File: src/rtl/console_port_pkg.sv
package console_port_pkg;
  localparam int unsigned BYTE_W = 8;

  localparam logic [7:0] OFS_CTRL = 8'h80;
  localparam logic [7:0] OFS_DATA = 8'hC0;

  localparam logic [7:0] CODE_TX_ACK = 8'h28;
  localparam logic [7:0] PTR_SOURCE  = 8'h03;

  localparam int unsigned BIT_RX_RDY  = 0;
  localparam int unsigned BIT_ALWAYS  = 2;
  localparam int unsigned BIT_SRC_TX  = 4;
  localparam int unsigned BIT_SRC_RX  = 5;

  typedef enum logic [1:0] {
    SEL_NONE = 2'd0,
    SEL_CTRL = 2'd1,
    SEL_DATA = 2'd2
  } sel_e;
endpackage

File: src/rtl/console_rx_fifo.sv
module console_rx_fifo #(
  parameter int unsigned DEPTH  = 4,
  parameter int unsigned DATA_W = 8
) (
  input  logic              clk_i,
  input  logic              rst_ni,
  input  logic              push_i,
  input  logic [DATA_W-1:0] data_i,
  input  logic              pop_i,
  output logic [DATA_W-1:0] head_o,
  output logic              empty_o,
  output logic              last_o
);
  localparam int unsigned IDX_W = (DEPTH > 1) ? $clog2(DEPTH) : 1;
  localparam int unsigned CNT_W = $clog2(DEPTH + 1);
  localparam logic [CNT_W-1:0] CNT_MAX = CNT_W'(DEPTH);
  localparam logic [IDX_W-1:0] IDX_MAX = IDX_W'(DEPTH - 1);

  logic [DATA_W-1:0] mem_q [DEPTH];
  logic [IDX_W-1:0]  rd_q, wr_q;
  logic [CNT_W-1:0]  cnt_q;
  logic              full, do_push, do_pop;

  assign empty_o = (cnt_q == '0);
  assign full    = (cnt_q == CNT_MAX);
  assign last_o  = (cnt_q == CNT_W'(1));
  assign do_pop  = pop_i && !empty_o;
  assign do_push = push_i && (!full || do_pop);
  assign head_o  = mem_q[rd_q];

  always_ff @(posedge clk_i or negedge rst_ni) begin
    if (!rst_ni) begin
      rd_q  <= '0;
      wr_q  <= '0;
      cnt_q <= '0;
    end else begin
      if (do_push) wr_q <= (wr_q == IDX_MAX) ? '0 : wr_q + 1'b1;
      if (do_pop)  rd_q <= (rd_q == IDX_MAX) ? '0 : rd_q + 1'b1;
      case ({do_push, do_pop})
        2'b10:   cnt_q <= cnt_q + 1'b1;
        2'b01:   cnt_q <= cnt_q - 1'b1;
        default: cnt_q <= cnt_q;
      endcase
    end
  end

  for (genvar g = 0; g < DEPTH; g++) begin : g_slot
    always_ff @(posedge clk_i) begin
      if (do_push && wr_q == IDX_W'(g)) mem_q[g] <= data_i;
    end
  end
endmodule

File: src/rtl/console_port_decode.sv
module console_port_decode
  import console_port_pkg::*;
#(
  parameter int unsigned ADDR_W = 8
) (
  input  logic [ADDR_W-1:0] addr_i,
  output sel_e              sel_o
);
  localparam logic [ADDR_W-1:0] A_CTRL = ADDR_W'(OFS_CTRL);
  localparam logic [ADDR_W-1:0] A_DATA = ADDR_W'(OFS_DATA);

  always_comb begin
    if (addr_i == A_CTRL)      sel_o = SEL_CTRL;
    else if (addr_i == A_DATA) sel_o = SEL_DATA;
    else                       sel_o = SEL_NONE;
  end
endmodule

File: src/rtl/console_port_regs.sv
module console_port_regs
  import console_port_pkg::*;
(
  input  logic              clk_i,
  input  logic              rst_ni,
  input  logic              req_i,
  input  logic              we_i,
  input  sel_e              sel_i,
  input  logic [BYTE_W-1:0] wdata_i,
  input  logic              rx_push_i,
  input  logic              rx_empty_i,
  input  logic              rx_last_i,
  input  logic [BYTE_W-1:0] rx_head_i,
  output logic              rx_pop_o,
  output logic [BYTE_W-1:0] ptr_o,
  output logic              tx_pend_o,
  output logic              rx_pend_o,
  output logic              err_o,
  output logic              rvalid_o,
  output logic [BYTE_W-1:0] rdata_o,
  output logic              tx_valid_o,
  output logic [BYTE_W-1:0] tx_data_o
);
  logic [BYTE_W-1:0] ptr_q, rd_mux, stat_byte;
  logic tx_q, rx_q, err_q;
  logic ctrl_wr, ctrl_rd, data_wr, data_rd, ack, src_rd;

  assign ctrl_wr = req_i && we_i  && sel_i == SEL_CTRL;
  assign ctrl_rd = req_i && !we_i && sel_i == SEL_CTRL;
  assign data_wr = req_i && we_i  && sel_i == SEL_DATA;
  assign data_rd = req_i && !we_i && sel_i == SEL_DATA;
  assign ack     = ctrl_wr && wdata_i == CODE_TX_ACK;
  assign src_rd  = ctrl_rd && ptr_q == PTR_SOURCE;
  assign rx_pop_o = data_rd && !rx_empty_i;

  always_comb begin
    stat_byte = '0;
    if (ptr_q == PTR_SOURCE) begin
      if (tx_q)      stat_byte[BIT_SRC_TX] = 1'b1;
      else if (rx_q) stat_byte[BIT_SRC_RX] = 1'b1;
    end else begin
      stat_byte[BIT_ALWAYS] = 1'b1;
      stat_byte[BIT_RX_RDY] = rx_q;
    end
  end

  always_comb begin
    rd_mux = '0;
    if (ctrl_rd) rd_mux = stat_byte;
    else if (data_rd && !rx_empty_i) rd_mux = rx_head_i;
  end

  always_ff @(posedge clk_i or negedge rst_ni) begin
    if (!rst_ni) begin
      ptr_q      <= '0;
      tx_q       <= 1'b0;
      rx_q       <= 1'b0;
      err_q      <= 1'b0;
      rvalid_o   <= 1'b0;
      rdata_o    <= '0;
      tx_valid_o <= 1'b0;
      tx_data_o  <= '0;
    end else begin
      rvalid_o   <= req_i && !we_i;
      rdata_o    <= rd_mux;
      tx_valid_o <= data_wr;
      if (data_wr) tx_data_o <= wdata_i;

      if (ctrl_wr)     ptr_q <= wdata_i;
      else if (src_rd) ptr_q <= '0;

      if (data_wr)  tx_q <= 1'b1;
      else if (ack) tx_q <= 1'b0;

      if (rx_push_i)                   rx_q <= 1'b1;
      else if (rx_pop_o && rx_last_i)  rx_q <= 1'b0;

      if ((ack && !tx_q) || (data_rd && rx_empty_i)) err_q <= 1'b1;
    end
  end

  assign ptr_o     = ptr_q;
  assign tx_pend_o = tx_q;
  assign rx_pend_o = rx_q;
  assign err_o     = err_q;
endmodule

File: src/rtl/console_port.sv
module console_port
  import console_port_pkg::*;
#(
  parameter int unsigned ADDR_W   = 8,
  parameter int unsigned RX_DEPTH = 4
) (
  input  logic              clk_i,
  input  logic              rst_ni,
  input  logic              req_i,
  input  logic              we_i,
  input  logic [ADDR_W-1:0] addr_i,
  input  logic [7:0]        wdata_i,
  output logic              rvalid_o,
  output logic [7:0]        rdata_o,
  output logic              tx_valid_o,
  output logic [7:0]        tx_data_o,
  input  logic              rx_push_i,
  input  logic [7:0]        rx_data_i,
  output logic              irq_o,
  output logic              err_o
);
  sel_e              sel;
  logic              rx_empty, rx_last, rx_pop;
  logic [BYTE_W-1:0] rx_head, ptr_q;
  logic              tx_pend_q, rx_pend_q;

  console_port_decode #(.ADDR_W(ADDR_W)) u_dec (
    .addr_i (addr_i),
    .sel_o  (sel)
  );

  console_rx_fifo #(.DEPTH(RX_DEPTH), .DATA_W(BYTE_W)) u_rxq (
    .clk_i   (clk_i),
    .rst_ni  (rst_ni),
    .push_i  (rx_push_i),
    .data_i  (rx_data_i),
    .pop_i   (rx_pop),
    .head_o  (rx_head),
    .empty_o (rx_empty),
    .last_o  (rx_last)
  );

  console_port_regs u_regs (
    .clk_i      (clk_i),
    .rst_ni     (rst_ni),
    .req_i      (req_i),
    .we_i       (we_i),
    .sel_i      (sel),
    .wdata_i    (wdata_i),
    .rx_push_i  (rx_push_i),
    .rx_empty_i (rx_empty),
    .rx_last_i  (rx_last),
    .rx_head_i  (rx_head),
    .rx_pop_o   (rx_pop),
    .ptr_o      (ptr_q),
    .tx_pend_o  (tx_pend_q),
    .rx_pend_o  (rx_pend_q),
    .err_o      (err_o),
    .rvalid_o   (rvalid_o),
    .rdata_o    (rdata_o),
    .tx_valid_o (tx_valid_o),
    .tx_data_o  (tx_data_o)
  );

  assign irq_o = tx_pend_q | rx_pend_q;
endmodule

File: config.mk
export PLATFORM = sky130hd
export DESIGN_NAME = console_port
export DESIGN_NICKNAME = d
export VERILOG_FILES = /design/src/rtl/console_port_pkg.sv /design/src/rtl/console_rx_fifo.sv /design/src/rtl/console_port_decode.sv /design/src/rtl/console_port_regs.sv /design/src/rtl/console_port.sv
export SDC_FILE = /design/constraint.sdc
export NUM_CORES = 1
export LEC_CHECK = 0
export BUFFER_PORTS_ARGS = -buffer_cell sky130_fd_sc_hd__buf_2
export CAP_MARGIN = 0
export CORE_ASPECT_RATIO = 1.1
export CORE_MARGIN = 4
export CORE_UTILIZATION = 50
export DETAILED_ROUTE_END_ITERATION = 10
export GPL_TIMING_DRIVEN = 0
export HOLD_SLACK_MARGIN = 0.12
export PLACE_DENSITY = 0.74
export RECOVER_POWER = 50
export SYNTH_ARGS = -nofsm -noshare
export SYNTH_HDL_FRONTEND = slang
export SYNTH_HIERARCHICAL = 1
export SYNTH_SLANG_ARGS = --single-unit
File: constraint.sdc
create_clock -name clk_i -period 2.9 [get_ports clk_i]
set_input_delay 0.58 -clock clk_i [delete_from_list [all_inputs] [get_ports clk_i]]
set_output_delay 0.58 -clock clk_i [all_outputs]
set_load 0.01 [all_outputs]
## After elaboration in Yosys (flattened, before gate mapping)

Memory sizes are Yosys's and may differ from the RTL's.
Index checks and enable logic that the tools add are counted.

- Bitwise operators: 1
- Shift-type cells: 0
- Reduce and logical (&&, ||, !) cells: 33
- Add/subtract/negate cells: 4
- Multiply operators: 0
- Magnitude comparators: 0
- Multiplexer cells: 36
- Div/mod/pow operators: 0
- Equality and inequality tests: 14

Operators with widths:

| cell | count |
|---|---|
| 2-to-1 mux 8 bit | 7 |
| OR reduction 8 bit | 3 |
| 2-to-1 mux 1 bit | 20 |
| logical AND 1 bit | 18 |
| == test 8 bit, second input constant | 2 |
| 2-to-1 mux 2 bit | 8 |
| == test 2 bit, second input constant | 5 |
| == test 8 x 2 -> 1 bit, second input constant | 1 |
| == test 8 x 6 -> 1 bit, second input constant | 1 |
| nonzero test 2 bit | 4 |
| == test 2 x 1 -> 1 bit, second input constant | 3 |
| one-hot mux 3 bit (2 select lines) | 1 |
| adder 2 x 1 -> 2 bit, second input constant | 2 |
| logical NOT 1 bit | 4 |
| adder 3 x 1 -> 3 bit, second input constant | 1 |
| == test 3 x 1 -> 1 bit, second input constant | 1 |
| == test 3 bit, second input constant | 1 |
| logical NOT 3 bit | 1 |
| subtractor 3 x 1 -> 3 bit, second input constant | 1 |
| logical NOT 2 bit | 1 |
| logical OR 1 bit | 2 |
| bitwise OR 1 bit | 1 |

- Register bits after elaboration: 36
- Output and inout bits: 20
- Latch bits: 0
- Memory bits (writable): 32
- Memories kept: 1
- Memory bits (read-only): 0
- Bits of input ports: 29

Memories:

| memory | depth | bits a word | read ports | clocked after memory_dff | wr ports | line | source |
|---|---|---|---|---|---|---|---|
| u_rxq.mem_q | 4 | 8 | 1 | 0 | 1 | console_rx_fifo.sv:19 | `logic [DATA_W-1:0] mem_q [DEPTH];` |

## Depth between registers and ports, before layout

- Depth in word-level cells: 16
- Depth in mapped cells: 8

## Hierarchy

Netlist, hierarchy kept.

Modules (own cells, without submodules):

| module | times used | area an instance (um^2) | cells an instance |
|---|---|---|---|
| console_rx_fifo | 1 | 1730.4 | 99 |
| console_port_regs | 1 | 1132.3 | 94 |
| console_port_decode | 1 | 35.0 | 4 |
| console_port | 1 | 6.3 | 1 |

## Worst setup path before layout

OpenSTA, ideal clock, no wires.

- Path type: input to register
- Start: input addr_i[1]
- End: memory u_rxq.mem_q[3][0] (enable)
- Cell stages on the path: 7
- Setup time: 332 ps
- Path buffers: 1
- Slack: 67 ps
- Arrival time: 2501 ps
- Required time: 2568 ps
- Path through: nor4_2 and4_1 nor4bb_1 nor2b_1 clkbuf_1 o21a_1 and2_1

- Cells in the longest elaborated chain, start to end: 16
- Elaborated cells on any way between the ends: 31
- Classes of those cells: eq/ne: 3; mux: 16; reduce/logical: 12

Ends and longest elaborated chain:

| item | line | source |
|---|---|---|
| start, declared | console_port.sv:11 | `input logic [ADDR_W-1:0] addr_i,` |
| == test 8 bit | console_port_decode.sv:14 | `else if (addr_i == A_DATA) sel_o = SEL_DATA;` |
| 2-to-1 mux 2 bit | console_port_decode.sv:14 |  |
| 2-to-1 mux 2 bit * | console_port_decode.sv:13 | `if (addr_i == A_CTRL) sel_o = SEL_CTRL;` |
| via sel[1] | console_port.sv:22 | `sel_e sel;` |
| == test 2 bit * | console_port_regs.sv:31 | `assign data_rd = req_i && !we_i && sel_i == SEL_DATA;` |
| logical AND 1 bit * | console_port_regs.sv:31 |  |
| logical AND 1 bit * | console_port_regs.sv:34 | `assign rx_pop_o = data_rd && !rx_empty_i;` |
| via rx_pop | console_port.sv:23 | `logic rx_empty, rx_last, rx_pop;` |
| logical AND 1 bit * | console_rx_fifo.sv:27 | `assign do_pop = pop_i && !empty_o;` |
| logical OR 1 bit * | console_rx_fifo.sv:28 | `assign do_push = push_i && (!full \|\| do_pop);` |
| logical AND 1 bit * | console_rx_fifo.sv:28 |  |
| logical AND 1 bit | console_rx_fifo.sv:49 | `if (do_push && wr_q == IDX_W'(g)) mem_q[g] <= data_i;` |
| 2-to-1 mux 1 bit | console_rx_fifo.sv:49 |  |
| 2-to-1 mux 1 bit (implied by the code) | console_rx_fifo.sv:49 |  |
| OR reduction 8 bit (no line) | -- |  |
| 2-to-1 mux 2 bit (no line) / 2-to-1 mux 1 bit (equally long branches) (3 in series) | -- |  |
| end, declared | console_rx_fifo.sv:19 |  |

The timed path passes the listed nets; every way through them passes the cells marked *.

## Worst setup path in the final report

- Start: input addr_i[1]
- End: memory u_rxq.mem_q[2][5] (enable)

Same word-level chain as after synthesis.

==> results summary <==
The distinct cell type count after synthesis is 43. The combinational share of power is 17.7%. Once the floorplan was initialized, standard cells occupied 52.8% of the core. The count of final max-slew check failures came to 37. The slack of the critical path came out at 0.276 ns. The number of cells on the worst reg-to-reg path is 7. In the global route stage, overall resource usage came out at 16.4%. For the worst setup path, the data required time is 2.91 ns. The complex-gate fraction of the synthesized area is 5.34%. Counting buffers and inverters, the worst setup path is 8 cells deep.

Of the total synthesized cell area, the portion taken by AND, OR, NAND and NOR gates is 13.7%. The deepest level of the CTS H-tree came out at 3. By count the netlist is led by 36 x sky130_fd_sc_hd__dfrtp_1, 32 x sky130_fd_sc_hd__edfxtp_1, 26 x sky130_fd_sc_hd__nand2_1. TritonCTS built the clock tree.

In this run the clock root is driven by a sky130_fd_sc_hd__clkbuf_8. The register area share after synthesis is 64.1%. The number of setup buffers added after CTS is 0. For the worst-skew pair, the clock arrives at the later sink with an insertion delay of 0.33 ns. Setup violations remaining at the end of the flow were counted as 0. After synthesis, the largest family of logic cells by area is simple AND/OR/NAND/NOR gates. Across all register-to-register paths, the minimum setup slack is 0.50 ns. The hold violation total from the final report came out at 0.

Of the total synthesized cell area, the portion taken by full adders, half adders and majority gates is 3.88%. The end-of-flow core utilization came out at 61.9%. sky130_fd_sc_hd__dfrtp_1 is the most common cell in the netlist. The sink count of the clock tree came out at 68. The horizontal die dimension came out at 80.7 um. In this run the critical register-to-register path is captured at u_rxq/mem_q[2][5]. The via count of the first global-routing pass came to 1,688.

Setup repair after global routing left no endpoint under its margin. The core region is 5500 um^2. Across all layers, the routed design uses 1,773 vias. The largest net degree at the start of global routing came out at 37. Yosys attributes the largest share of cell area to sky130_fd_sc_hd__edfxtp_1 33%, sky130_fd_sc_hd__dfrtp_1 31%, sky130_fd_sc_hd__mux4_2 6.2%.

For this run, the top clock speed supported by timing is 381 MHz. The worst register-to-register path begins at u_rxq/cnt_q[1]. The area overhead of the layout relative to synthesis came out at 17.3%. After routing the design area is 3410 um^2. The detailed-route DRC error count is 0. The min-delay analysis places its worst path in the category primary input to register. The static leakage came out at 1.49 nW. The quantity of I/O buffers inserted on ports is 48. Net switching is 26.2% of the power.

Walking the worst path, the cells encountered are buf_2 > nor4_2 > and4_1 > nor4bb_1 > nor2b_1 > clkbuf_4 > o21a_1 > and2_2. After Yosys synthesis, XOR and XNOR cells account for 0.603% of the synthesized area. The checks that failed: max-capacitance violations, max-slew violations. The switching power came out at 0.622 mW.

The slowest cell on the critical path is sky130_fd_sc_hd__nor4bb_1. The residual overflow from global routing is 0. The internal cell power came out at 1.75 mW.

Tracing the worst setup path back leads to its startpoint at addr_i[1]. The prevailing post-synth register cell is sky130_fd_sc_hd__dfrtp_1. In this run the remaining antenna-violating nets after routing total 0. After detailed routing, the number of vias per cell comes to 5.26. The CTS buffer count is 9. The number of search-and-repair iterations in the first detailed-routing pass is 4. The path type of the worst setup path is primary input to register. Across the VDD grid, the largest voltage drop is 0.444 mV.

In this run, the clock network consumes 30.6% of the power. The synthesized net count came out at 236. The tool flagged a number of max-cap violations equal to 1. The number of rows in the core area came out at 28. The biggest fanout along the worst timing path is 17. The maximum number of buffers from clock root to sink is 2. The average instance in the mapped netlist occupies 14.7 um^2.

STA classifies the critical path startpoint as a primary input. Grouping stages by cell kind, the critical path spends the most delay in simple AND/OR/NAND/NOR gates. The wire length of the first global-routing pass came out at 8470 um. Routability-driven placement finished with a final weighted congestion of 0.768.

The mux contribution to synthesized area is 10.8%. The number of enable-type register cells in the synthesized netlist came out at 32. The final cycle utilization of the critical path is 90.5%. Following the worst setup path forward leads to its endpoint at u_rxq/mem_q[2][5].

The clock input transition at the sequential cells of the worst setup and hold paths came out at 0.07 ns. The number of nets in the final layout is 295. The share of the synthesized area in the top cell type is 33.1%.

Power spread over the standard cell area amounts to 696 nW/um^2. The worst setup path is captured at a register. The average wire per cell in the routed design is 15.5 um. In this run the count of I/O pins placed on the die edge is 49.

The mapped netlist covers 2900 um^2. In this run, synthesis produced a sequential element count of 68. The vertical extent of the die is 87.9 um.

The data arrival time at the worst-slack endpoint is 2.64 ns. The sum of buffers and inverters on the critical path came out at 2. The worst clock skew on the final layout came out at 0.00641 ns. Summed over all nets, the half-perimeter wirelength after detailed placement is 3480 um.

The post-synthesis async set-or-reset flop share is 52.9%. The run finished, with violations left. The cell count after synthesis is 198. The number of antenna diodes in the final layout is 0. The initial antenna violation count came to 0. For this run, the slowest stage of the critical path takes 0.39 ns. The full die area is 7090 um^2. The total placed instance area came out at 3240 um^2. The overall power is 2.37 mW. The starting DRC count in detailed routing came out at 87. The fraction of layout instances using a drive strength above 1 is 28.2%. The routed wire length is 5230 um. Yosys printed 6 warnings. sky130_fd_sc_hd__edfxtp_1 takes more of the synthesized area than any other cell. Sequential cells account for 51.7% of the total power.

The worst max-slew margin expressed relative to the limit is -29.8%. The transition time at the pin with the least slew margin is 1.95 ns. The final period demand of the worst path is 2.62 ns.

The setup slack at placement is -0.651 ns.
-- timing repair --
item / CTS / global route
gates cloned: 0 / 0
hold buffers: 0 / 0
resized for setup: 3 / 4
endpoints found under the setup margin: 32 / 32
pin swaps: 0 / 0
-- power groups by stage --
| stage | Combinational (mW) | Sequential [mW] | Clock (mW) |
|---|---|---|---|
| floorplan | 0.309 | 1.23 | 0 |
| global placement | 0.413 | 1.24 | 0 |
| detailed placement | 0.423 | 1.25 | 0 |
| CTS | 0.429 | 1.23 | 0.748 |
| global route | 0.480 | 1.24 | 0.799 |
| finish | 0.418 | 1.23 | 0.726 |
-- layout make-up --
| cell class | count | area [um^2] |
|---|---|---|
| Inverter | 6 | 22.5 |
| Fill cell | 461 | 2090 |
| Sequential cell | 68 | 1860 |
| Tap cell | 75 | 93.8 |
| Clock inverter | 5 | 52.6 |
| Clock buffer | 11 | 131 |
| Timing Repair Buffer | 48 | 216 |
| Multi-Input combinational cell | 119 | 1000 |
| Buffer | 5 | 27.5 |
-- how the worst min path moves through the flow --
| stage | from | to | slack, ns | cells past startpoint |
|---|---|---|---|---|
| after floorplan | rst_ni | u_regs/err_o | 0.28 | 0 |
| after global placement | u_regs/tx_data_o[0] | u_regs/tx_data_o[0] | 0.45 | 2 |
| after detailed placement | u_regs/tx_data_o[4] | u_regs/tx_data_o[4] | 0.46 | 2 |
| after CTS | rst_ni | u_rxq/wr_q[0] | 0.36 | 1 |
| after global routing | we_i | u_regs/rvalid_o | 0.46 | 2 |
| final | we_i | u_regs/rvalid_o | 0.46 | 2 |
-- sequential cells by signal, summed over array words and instances, names as in the netlist --
| signal | flops |
|---|---|
| u_regs/tx_pend_o | 1 |
| u_regs/ptr_o | 8 |
| u_rxq/cnt_q | 3 |
| u_regs/rvalid_o | 1 |
| u_regs/tx_valid_o | 1 |
| u_regs/rdata_o | 8 |
| u_rxq/rd_q | 2 |
| u_rxq/wr_q | 2 |
| u_regs/tx_data_o | 8 |
| u_regs/rx_pend_o | 1 |
| u_regs/err_o | 1 |
| u_rxq/mem_q | 32 |
-- cells in the final DEF (no fill, tap or decap), types with 2 or more instances in the layout --
| master | n |
|---|---|
| sky130_fd_sc_hd__mux2i_1 | 2 |
| sky130_fd_sc_hd__nand4b_1 | 2 |
| sky130_fd_sc_hd__or4_4 | 2 |
| sky130_fd_sc_hd__mux4_2 | 8 |
| sky130_fd_sc_hd__mux2_2 | 10 |
| sky130_fd_sc_hd__dfrtp_1 | 36 |
| sky130_fd_sc_hd__nand2b_1 | 2 |
| sky130_fd_sc_hd__nor2b_1 | 7 |
| sky130_fd_sc_hd__clkbuf_1 | 22 |
| sky130_fd_sc_hd__o21ai_0 | 2 |
| sky130_fd_sc_hd__nand2_1 | 26 |
| sky130_fd_sc_hd__nor4bb_1 | 2 |
| sky130_fd_sc_hd__o21a_1 | 2 |
| sky130_fd_sc_hd__nand3b_1 | 3 |
| sky130_fd_sc_hd__clkinv_2 | 2 |
| sky130_fd_sc_hd__nor4_1 | 2 |
| sky130_fd_sc_hd__a21o_1 | 2 |
| sky130_fd_sc_hd__ha_1 | 9 |
| sky130_fd_sc_hd__clkbuf_8 | 9 |
| sky130_fd_sc_hd__and2_2 | 4 |
| sky130_fd_sc_hd__a32o_1 | 4 |
| sky130_fd_sc_hd__inv_1 | 5 |
| sky130_fd_sc_hd__clkinv_1 | 2 |
| sky130_fd_sc_hd__xnor2_1 | 2 |
| sky130_fd_sc_hd__nor2_1 | 5 |
| sky130_fd_sc_hd__edfxtp_1 | 32 |
| sky130_fd_sc_hd__a21oi_1 | 4 |
| sky130_fd_sc_hd__buf_2 | 30 |
| sky130_fd_sc_hd__and2_1 | 4 |
-- layer usage --
layer | global-route usage (%) | wire, um
met5 | 0 | 0
met4 | 7.37 | 74
met3 | 4.12 | 345
met2 | 26.3 | 2550
met1 | 21.1 | 2260
-- per-stage QoR --
step	hold slack [ns]	cells	setup TNS (ns)
CTS	0.359	337	0
finish	0.463	337	0
detailed placement	0.458	321	-21.45
floorplan	0.284	198	0
global route	0.455	337	0
global placement	0.452	321	-19.65
-- worst reg2reg max path, stage by stage, from the launching register on --
cell and delay [ns]:
sky130_fd_sc_hd__dfrtp_1 0.46, sky130_fd_sc_hd__inv_1 0.12, sky130_fd_sc_hd__ha_1 0.29, sky130_fd_sc_hd__and2b_1 0.24, sky130_fd_sc_hd__nor2b_1 0.12, sky130_fd_sc_hd__clkbuf_4 0.26
sky130_fd_sc_hd__o21a_1 0.26, sky130_fd_sc_hd__and2_2 0.33
-- kinds of logic (layout without fill, tap and decap cells) --
kind of cell | Yosys count | after routing
flip-flops | 68 | 68
XOR/XNOR | 2 | 2
buffers and inverters | 11 | 75
AND/OR/NAND/NOR | 68 | 68
AO/OA/AOI/OAI | 20 | 20
multiplexers | 20 | 20
adder cells (fa/ha/maj) | 9 | 9
Note: power is estimated with default switching activity, not from simulation.
